File: config.mk
export PLATFORM = sky130hd
export DESIGN_NAME = chainhost_top
export DESIGN_NICKNAME = d
export VERILOG_FILES = /design/src/rtl/chainhost_pkg.sv /design/src/rtl/chainhost_ctrl.sv /design/src/rtl/chainhost_dp.sv /design/src/rtl/chainhost_top.sv
export SDC_FILE = /design/constraint.sdc
export NUM_CORES = 1
export LEC_CHECK = 0
export BUFFER_PORTS_ARGS = -buffer_cell sky130_fd_sc_hd__buf_2
export CELL_PAD_IN_SITES_DETAIL_PLACEMENT = 0
export CELL_PAD_IN_SITES_GLOBAL_PLACEMENT = 2
export CORE_ASPECT_RATIO = 1.5
export CORE_MARGIN = 2
export CORE_UTILIZATION = 35
export CTS_CLUSTER_DIAMETER = 200
export DETAILED_ROUTE_END_ITERATION = 12
export MAX_ROUTING_LAYER = met4
export PLACE_DENSITY = 0.78
export SYNTH_ARGS = -nofsm -noshare
export SYNTH_HDL_FRONTEND = slang
export SYNTH_SLANG_ARGS = --single-unit
File: constraint.sdc
create_clock -name clk -period 3.6 [get_ports clk]
set_input_delay 1.08 -clock clk [delete_from_list [all_inputs] [get_ports clk]]
set_output_delay 1.08 -clock clk [all_outputs]
set_load 0.005 [all_outputs]
File: src/rtl/chainhost_pkg.sv
package chainhost_pkg;

  // Fixed frame length of one device in the chain
  localparam int FRAME_W = 17;

  typedef enum logic [2:0] {
    ST_IDLE,
    ST_LEAD,
    ST_LOW,
    ST_HIGH,
    ST_TAIL,
    ST_RECOV
  } seqState_t;

  // Strobes from the sequencer to the shift datapath
  typedef struct packed {
    logic load;    // capture frames and mode at start
    logic shift;   // present the next outgoing bit
    logic sample;  // capture the looped-back bit before a rising edge
  } chainStrobe_t;

endpackage

File: src/rtl/chainhost_ctrl.sv
module chainhost_ctrl
  import chainhost_pkg::*;
#(
  parameter int TOTAL_BITS = 51,
  parameter int HALF_CYC   = 29,
  parameter int SETUP_CYC  = 6,
  parameter int LEAD_CYC   = 10,
  parameter int TAIL_CYC   = 10,
  parameter int RECOV_CYC  = 25
) (
  input  logic         clk,
  input  logic         rstN,
  input  logic         start,
  output chainStrobe_t strobes,
  output logic         serClk,
  output logic         serEn,
  output logic         busy,
  output logic         done
);

  localparam int MAX_AB  = (LEAD_CYC > HALF_CYC) ? LEAD_CYC : HALF_CYC;
  localparam int MAX_CD  = (TAIL_CYC > RECOV_CYC) ? TAIL_CYC : RECOV_CYC;
  localparam int MAX_DUR = (MAX_AB > MAX_CD) ? MAX_AB : MAX_CD;
  localparam int CNT_W   = $clog2(MAX_DUR + 1);
  localparam int BIT_W   = $clog2(TOTAL_BITS + 1);
  localparam int SHIFT_AT = HALF_CYC - SETUP_CYC - 1;

  seqState_t        state, stateNxt;
  logic [CNT_W-1:0] cnt;
  logic [BIT_W-1:0] bitCnt;
  int               durCur;
  logic             lastCyc;
  logic             lastBit;

  always_comb begin
    case (state)
      ST_LEAD:          durCur = LEAD_CYC;
      ST_LOW, ST_HIGH:  durCur = HALF_CYC;
      ST_TAIL:          durCur = TAIL_CYC;
      ST_RECOV:         durCur = RECOV_CYC;
      default:          durCur = 1;
    endcase
  end

  assign lastCyc = (int'(cnt) == durCur - 1);
  assign lastBit = (int'(bitCnt) == TOTAL_BITS);

  always_comb begin
    stateNxt = state;
    case (state)
      ST_IDLE:  if (start)   stateNxt = ST_LEAD;
      ST_LEAD:  if (lastCyc) stateNxt = ST_HIGH;
      ST_HIGH:  if (lastCyc) stateNxt = lastBit ? ST_TAIL : ST_LOW;
      ST_LOW:   if (lastCyc) stateNxt = ST_HIGH;
      ST_TAIL:  if (lastCyc) stateNxt = ST_RECOV;
      ST_RECOV: if (lastCyc) stateNxt = ST_IDLE;
      default:               stateNxt = ST_IDLE;
    endcase
  end

  always_ff @(posedge clk or negedge rstN) begin
    if (!rstN) begin
      state  <= ST_IDLE;
      cnt    <= '0;
      bitCnt <= '0;
      done   <= 1'b0;
    end else begin
      state <= stateNxt;
      if (stateNxt != state || state == ST_IDLE) cnt <= '0;
      else                                      cnt <= cnt + 1'b1;
      if (strobes.load)                                 bitCnt <= '0;
      else if (stateNxt == ST_HIGH && state != ST_HIGH) bitCnt <= bitCnt + 1'b1;
      done <= (state == ST_RECOV) && lastCyc;
    end
  end

  always_comb begin
    strobes.load   = (state == ST_IDLE) && start;
    strobes.shift  = (state == ST_LOW) && (int'(cnt) == SHIFT_AT);
    strobes.sample = ((state == ST_LEAD) || (state == ST_LOW)) && lastCyc;
  end

  assign serClk = (state == ST_HIGH);
  assign serEn  = (state == ST_LEAD) || (state == ST_LOW) ||
                  (state == ST_HIGH) || (state == ST_TAIL);
  assign busy   = (state != ST_IDLE);

  AST_CLK_NEEDS_EN: assert property (@(posedge clk) disable iff (!rstN)
    serClk |-> serEn);
  AST_EDGE_BOUND: assert property (@(posedge clk) disable iff (!rstN)
    int'(bitCnt) <= TOTAL_BITS);
  AST_EN_RISE_CLK_LOW: assert property (@(posedge clk) disable iff (!rstN)
    $rose(serEn) |-> !serClk);
  AST_SHIFT_IN_LOW: assert property (@(posedge clk) disable iff (!rstN)
    strobes.shift |-> (serEn && !serClk));
  AST_EN_FALL_BUSY: assert property (@(posedge clk) disable iff (!rstN)
    $fell(serEn) |-> busy);
  AST_DONE_PULSE: assert property (@(posedge clk) disable iff (!rstN)
    done |=> !done);
  AST_DONE_IDLE: assert property (@(posedge clk) disable iff (!rstN)
    done |-> !busy);
  AST_START_IGNORED: assert property (@(posedge clk) disable iff (!rstN)
    (busy && start && !(state == ST_RECOV && lastCyc)) |=> busy);

endmodule

File: src/rtl/chainhost_dp.sv
module chainhost_dp
  import chainhost_pkg::*;
#(
  parameter int TOTAL_BITS = 51
) (
  input  logic                  clk,
  input  logic                  rstN,
  input  chainStrobe_t          strobes,
  input  logic                  readMode,
  input  logic [TOTAL_BITS-1:0] wrFrames,
  input  logic                  serClk,
  input  logic                  serDqIn,
  output logic                  serDqOut,
  output logic                  serDqOe,
  output logic [TOTAL_BITS-1:0] rdFrames
);

  logic [TOTAL_BITS-1:0] txSr;
  logic [TOTAL_BITS-1:0] rxSr;
  logic                  rdMode;

  always_ff @(posedge clk or negedge rstN) begin
    if (!rstN) begin
      txSr   <= '0;
      rxSr   <= '0;
      rdMode <= 1'b0;
    end else begin
      if (strobes.load) begin
        txSr   <= wrFrames;
        rdMode <= readMode;
      end else if (strobes.shift) begin
        txSr <= {txSr[TOTAL_BITS-2:0], 1'b0};
      end
      if (strobes.sample && rdMode) rxSr <= {rxSr[TOTAL_BITS-2:0], serDqIn};
    end
  end

  assign serDqOut = txSr[TOTAL_BITS-1];
  assign serDqOe  = !rdMode;
  assign rdFrames = rxSr;

  AST_DQ_STEADY_HIGH: assert property (@(posedge clk) disable iff (!rstN)
    (serClk && $past(serClk)) |-> $stable(serDqOut));
  AST_RX_HELD_IN_WRITE: assert property (@(posedge clk) disable iff (!rstN)
    !rdMode |=> $stable(rxSr));
  AST_RX_HELD_HIGH: assert property (@(posedge clk) disable iff (!rstN)
    serClk |=> $stable(rxSr));

endmodule

File: src/rtl/chainhost_top.sv
module chainhost_top
  import chainhost_pkg::*;
#(
  parameter int NUM_DEV   = 3,
  parameter int HALF_CYC  = 29,
  parameter int SETUP_CYC = 6,
  parameter int LEAD_CYC  = 10,
  parameter int TAIL_CYC  = 10,
  parameter int RECOV_CYC = 25,
  localparam int TOTAL_BITS = FRAME_W * NUM_DEV
) (
  input  logic                  clk,
  input  logic                  rstN,
  input  logic                  start,
  input  logic                  readMode,
  input  logic [TOTAL_BITS-1:0] wrFrames,
  output logic                  busy,
  output logic                  done,
  output logic [TOTAL_BITS-1:0] rdFrames,
  output logic                  serClk,
  output logic                  serEn,
  output logic                  serDqOut,
  output logic                  serDqOe,
  input  logic                  serDqIn
);

  chainStrobe_t strobes;

  chainhost_ctrl #(
    .TOTAL_BITS(TOTAL_BITS),
    .HALF_CYC  (HALF_CYC),
    .SETUP_CYC (SETUP_CYC),
    .LEAD_CYC  (LEAD_CYC),
    .TAIL_CYC  (TAIL_CYC),
    .RECOV_CYC (RECOV_CYC)
  ) ctrl_i (
    .clk    (clk),
    .rstN   (rstN),
    .start  (start),
    .strobes(strobes),
    .serClk (serClk),
    .serEn  (serEn),
    .busy   (busy),
    .done   (done)
  );

  chainhost_dp #(
    .TOTAL_BITS(TOTAL_BITS)
  ) dp_i (
    .clk     (clk),
    .rstN    (rstN),
    .strobes (strobes),
    .readMode(readMode),
    .wrFrames(wrFrames),
    .serClk  (serClk),
    .serDqIn (serDqIn),
    .serDqOut(serDqOut),
    .serDqOe (serDqOe),
    .rdFrames(rdFrames)
  );

endmodule

# Yosys cells after proc, flatten, opt, wreduce, memory -nomap -nowiden
# Cells that the tools add are included.
# W data, S select, Z words.
[word_totals]
inputBits = 56
regBits = 118
wordCells = 52
out_inout_bits = 57
[classes]
eq_ne = 11
n_reduce_logical = 18
muxes = 13
n_addsub = 3
[op_table]
columns = ["cell", "n"]
rows = [
  ["$mux W51", 2],
  ["$eq A6 B32 Y1", 1],
  ["$mux W3", 6],
  ["$pmux W3 S5", 1],
  ["$pmux W5 S3", 1],
  ["$mux W6", 2],
  ["$eq A3 B2 Y1 const B", 3],
  ["$add A6 B1 Y6 const B", 1],
  ["$eq A3 B3 Y1 const B", 2],
  ["$eq A6 B5 Y1 const B", 1],
  ["$logic_and A1 B1 Y1", 6],
  ["$reduce_or A2 Y1", 3],
  ["$sub A5 B1 Y6 const B", 1],
  ["$add A5 B1 Y5 const B", 1],
  ["$eq A5 B5 Y1 const B", 1],
  ["$mux W5", 1],
  ["$logic_or A1 B1 Y1", 4],
  ["$reduce_bool A2 Y1", 2],
  ["$eq A3 B1 Y1 const B", 1],
  ["$logic_not A3 Y1", 1],
  ["$ne A3 B2 Y1 const B", 1],
  ["$ne A3 B3 Y1", 1],
  ["$reduce_bool A3 Y1", 1],
  ["$logic_not A1 Y1", 1],
]

# Depth between registers and ports, before layout
[depth]
depth_word = 11
mapped_depth = 9
mapped_depth_nobuf = 7

# Cells and area by module
# From an unflattened synthesis, not the netlist that was laid out.
[unflattened]
cells_unflattened = 440
hier_area_um2 = 5327.6
[modules_own_cells]
columns = ["mod", "n_inst", "area_each_um2", "seq_area_each_um2", "cells_per_inst"]
rows = [
  ["chainhost_dp", 1, 4316.6, 2577.5, 333],
  ["chainhost_ctrl", 1, 1011.0, 375.4, 107],
]

# Worst setup path before layout
# Ideal clock, no wire load.
[synth_path]
path_kind = "flip-flop to flip-flop"
from = "register ctrl_i.cnt[3]"
to = "register dp_i.rxSr[10], in the netlist dp_i.rdFrames[10]"
required_time_ns = 3.475
path_buffers = 3
arrival_time_ns = 2.419
path_slack_ns = 1.056
stages_incl_launch_ff = 9
setup_time_ns = 0.125
synth_period_minus_slack_ns = 2.544
cell_sequence = "dfrtp_1 -> buf_6 -> or4b_4 -> a2111oi_4 -> a31oi_2 -> or3_1 -> buf_2 -> buf_6 -> mux2_4"
[synth_via]
elab_chain_cells = 3
[synth_rtl]
columns = ["item", "line", "source"]
rows = [
  ["start: declaration", "chainhost_ctrl.sv:29", "logic [CNT_W-1:0] cnt;"],
  ["start signal: assignment", "chainhost_ctrl.sv:70", "else cnt <= cnt + 1'b1;"],
  ["$eq A6 B32 Y1", "chainhost_ctrl.sv:45", "assign lastCyc = (int'(cnt) == durCur - 1);"],
  ["$logic_and A1 B1 Y1", "chainhost_ctrl.sv:80", "strobes.sample = ((state == ST_LEAD) || (state == ST_LOW)) && lastCyc;"],
  ["$logic_and A1 B1 Y1", "chainhost_dp.sv:34", "if (strobes.sample && rdMode) rxSr <= {rxSr[TOTAL_BITS-2:0], serDqIn};"],
  ["end signal: assignment", "chainhost_dp.sv:34", ""],
  ["end: declaration", "chainhost_dp.sv:19", "logic [TOTAL_BITS-1:0] rxSr;"],
]
# No other way between the ends.
# A chain may end at the register's enable or synchronous reset.

# Worst setup path after layout
[layout_path]
from = "register ctrl_i.state[2]"
to = "register dp_i.rxSr[41], in the netlist dp_i.rdFrames[41]"
[layout_via]
elab_chain_cells = 7
word_cells_on_any_way = 13
cone_classes = "add/sub (1); eq/ne (6); mux (1); reduce/logical (5)"
[layout_rtl]
columns = ["item", "line", "source"]
rows = [
  ["start: declaration", "chainhost_ctrl.sv:28", "seqState_t state, stateNxt;"],
  ["start signal: assignment", "chainhost_ctrl.sv:68", "state <= stateNxt;"],
  ["$eq A3 B3 Y1, or another cell as far along", "chainhost_ctrl.sv:36", "case (state)"],
  ["$reduce_or A2 Y1 (on tied branches)", "-", ""],
  ["$pmux W5 S3", "chainhost_ctrl.sv:36", ""],
  ["$sub A5 B1 Y6", "chainhost_ctrl.sv:45", ""],
  ["$eq A6 B32 Y1", "chainhost_ctrl.sv:45", ""],
  ["$logic_and A1 B1 Y1 (*)", "chainhost_ctrl.sv:80", ""],
  ["$logic_and A1 B1 Y1 (*)", "chainhost_dp.sv:34", ""],
]
# Mark *: on every way between the ends. The rest lies on a longest branch, timed or not.

==> impl_metrics.tcl <==
set metrics [dict create \
    fmaxAchievable_mhz 316 \
    finalMaxSlewViolations 0 \
    synthesis.area_mm2 0.00517 \
    syn2layout_area_growth_pct 25.6 \
    whs_ps 474 \
    globalRouteTotalUtil_pct 15.9 \
    crit_chain "or4b_4 -> a2111oi_4 -> a31oi_2 -> or3_2 -> buf_4 -> mux2_4" \
    synth_most_common_cell "dfrtp_1" \
    finalCritPeriodShare_pct 87.9 \
    num_vias 3637 \
    die_w_um 103 \
    hpwl_um 7310 \
    rows 54 \
    diodes 0 \
    drc 0 \
    ctsHoldBuffers 0 \
    synth_cells 428 \
    p_leak_nw 3.46 \
    grt_max_degree 67 \
    synth.top_cell.area_share_pct 57.2 \
    synth_edf_count 0 \
    setup_viol 0 \
    fp.dieH_um 153 \
    min_path_type "flop to flop" \
    layout-drive-gt1-share_pct 38.4 \
    ys.flop_type "dfrtp_1" \
    critPathMaxStageDelay_ps 590 \
    regToRegSetupSlack_ps 440 \
    clk_pin_slew_worst_paths_ps 60 \
    coreArea_mm2 0.0145 \
    synth_seq_cells 118 \
    antenna_left 0 \
    critPathSlowestCell "dfrtp_1" \
    yosysSeqAreaShare_pct 57.2 \
    crit_arrival_ps 3450 \
    grt_pass1_wl_um 19300 \
    finalClockSkew_ps 8.48 \
    cts_buffer_depth 2 \
    worstSetupEndpointType "flop" \
    wl_um 11300 \
    peakVddDrop_v 0.000343 \
    netlist-cell-type-count 41 \
    rsz0062_at_grt "no" \
    gr-total-overflow 0 \
    path_delay_family "simple AND/OR/NAND/NOR gates" \
    avgSynthCellArea_um2 12.1 \
    root_buffer "clkbuf_16" \
    ys_top_cells_by_area "dfrtp_1, mux2_4, nand2_1, a22oi_1, clkbuf_1" \
    power.density_mw_per_mm2 663 \
    fin_util_pct 44.7 \
    grt_pass1_vias 3858 \
    clkLatencyLatePin_ps 410 \
    status "completed" \
    io_buffers 112 \
    fin_area_mm2 0.00649 \
    cts.htree.levels 4 \
    ys_warn_count 0 \
    worst_pin_slew_ps 890 \
    finalHoldViolCount 0 \
    critPathMaxFanout 51 \
    gp_congestion 0.769 \
    pin_count 113 \
    netlist_top_cells_count "dfrtp_1, nand2_1, mux2_4, a22oi_1, clkbuf_1" \
    period_needed_ps 3160 \
    crit_buf_inv 1 \
    antenna_found_initial 0 \
    syn-num-nets 487 \
    first_pass_iters 4 \
    placed_cell_area_mm2 0.00591 \
    critical_path_class "flop to flop" \
    cp.required_ps 3890 \
    cts_made_buffers 17 \
    avgViaCountPerCell 4.88 \
    fin_nets 595 \
    drv_cap 0 \
    post_drt_wl_per_cell_um 15.2 \
    cts_setup_buffers 0 \
    drt_iter0_drc 94 \
    tritoncts "done" \
    critPathLaunchType "flop" \
    dieArea_mm2 0.0158 \
    start_util_pct 35.6 \
    cts.repair.resized 0 \
    clock-sinks 118 \
    tns_ps 0 \
    synth_top_area_cell "dfrtp_1" \
    async_flop_share_pct 100 \
    max-slew-margin-rel_pct 40.7 \
]
-- layer usage --
metal	routed length [µm]	track usage, %	vias up	share of wire (%)
met5	0	-	-	0
li1	-	-	1715	-
met4	213	5.39	0	1.9
met3	568	5.28	10	5.0
met2	5680	24.9	105	50
met1	4840	19.2	1807	43
-- path summary, 6_finish.rpt --
path,cells after the start,from,end
max in group asynchronous,2,rstN,dp_i.rdFrames[43]$_DFFE_PN0P_
worst min register to register,2,dp_i.txSr[50]$_DFFE_PN0P_,dp_i.txSr[50]$_DFFE_PN0P_
min in group asynchronous,2,rstN,dp_i.txSr[8]$_DFFE_PN0P_
worst min-delay path,2,dp_i.txSr[50]$_DFFE_PN0P_,dp_i.txSr[50]$_DFFE_PN0P_
worst max-delay path,6,ctrl_i.state[2]$_DFF_PN0_,dp_i.rdFrames[41]$_DFFE_PN0P_
worst max register to register,6,ctrl_i.state[2]$_DFF_PN0_,dp_i.rdFrames[41]$_DFFE_PN0P_
-- worst register-to-register path, delay by kind of cell, from the launching register on --
family	cells	cell delay [ps]
DFF	1	590
AOI/OAI and AO/OA	2	550
muxes	1	450
buffers and inverters	1	380
and+or+nand+nor	2	1060
-- registers in the layout, indices dropped and copies added, names as in the netlist --
signal         flops
ctrl_i.cnt         5
dp_i.rdMode        1
ctrl_i.done        1
ctrl_i.state       3
dp_i.rdFrames     51
dp_i.txSr         51
ctrl_i.bitCnt      6
-- report_power, final --
group	switching, W	internal, W
Sequential	0.000277	0.00170
Combinational	0.000349	0.000301
Clock	0.000696	0.000983
Total	0.00132	0.00298
-- cells by family after synthesis --
| logic type | Yosys count | synth area share, % |
|---|---|---|
| buffers and inverters | 35 | 3.44 |
| and+or+nand+nor | 142 | 11.7 |
| muxes | 53 | 15.2 |
| AOI/OAI and AO/OA | 70 | 10.6 |
| adders and majority gates | 3 | 0.727 |
| DFF | 118 | 57.2 |
| xor gates and xnor gates | 7 | 1.19 |
-- cells in the final DEF (no fill, tap or decap), types with 4 or more instances in the layout --
cell type / count
nor2_1: 9
buf_2: 111
xor2_1: 4
a22oi_1: 48
o31ai_1: 5
nor3_1: 4
or4_1: 4
inv_8: 5
a21oi_1: 4
nand2_1: 106
clkbuf_16: 17
nand3_1: 6
dfrtp_1: 118
buf_4: 5
inv_6: 4
mux2_4: 50
inv_1: 6
-- layout make-up --
class | count | area [µm²]
inverters | 6 | 22.5
clock inverters | 15 | 160
repair buffers | 118 | 633
flip-flops and latches | 118 | 2950
fillers | 1375 | 8040
clock buffers | 17 | 425
multi-input cells | 275 | 2050
well taps | 196 | 245
-- stage by stage --
stage | power, W | setup slack, ps | instances
6_report | 0.00431 | 436 | 745
5_1_grt | 0.00460 | 279 | 745
4_1_cts | 0.00437 | 443 | 745
3_5_place_dp | 0.00266 | 462 | 713
3_3_place_gp | 0.00262 | 529 | 713
2_1_floorplan | 0.00243 | 1060 | 428
(Power assumes the default switching activity.)
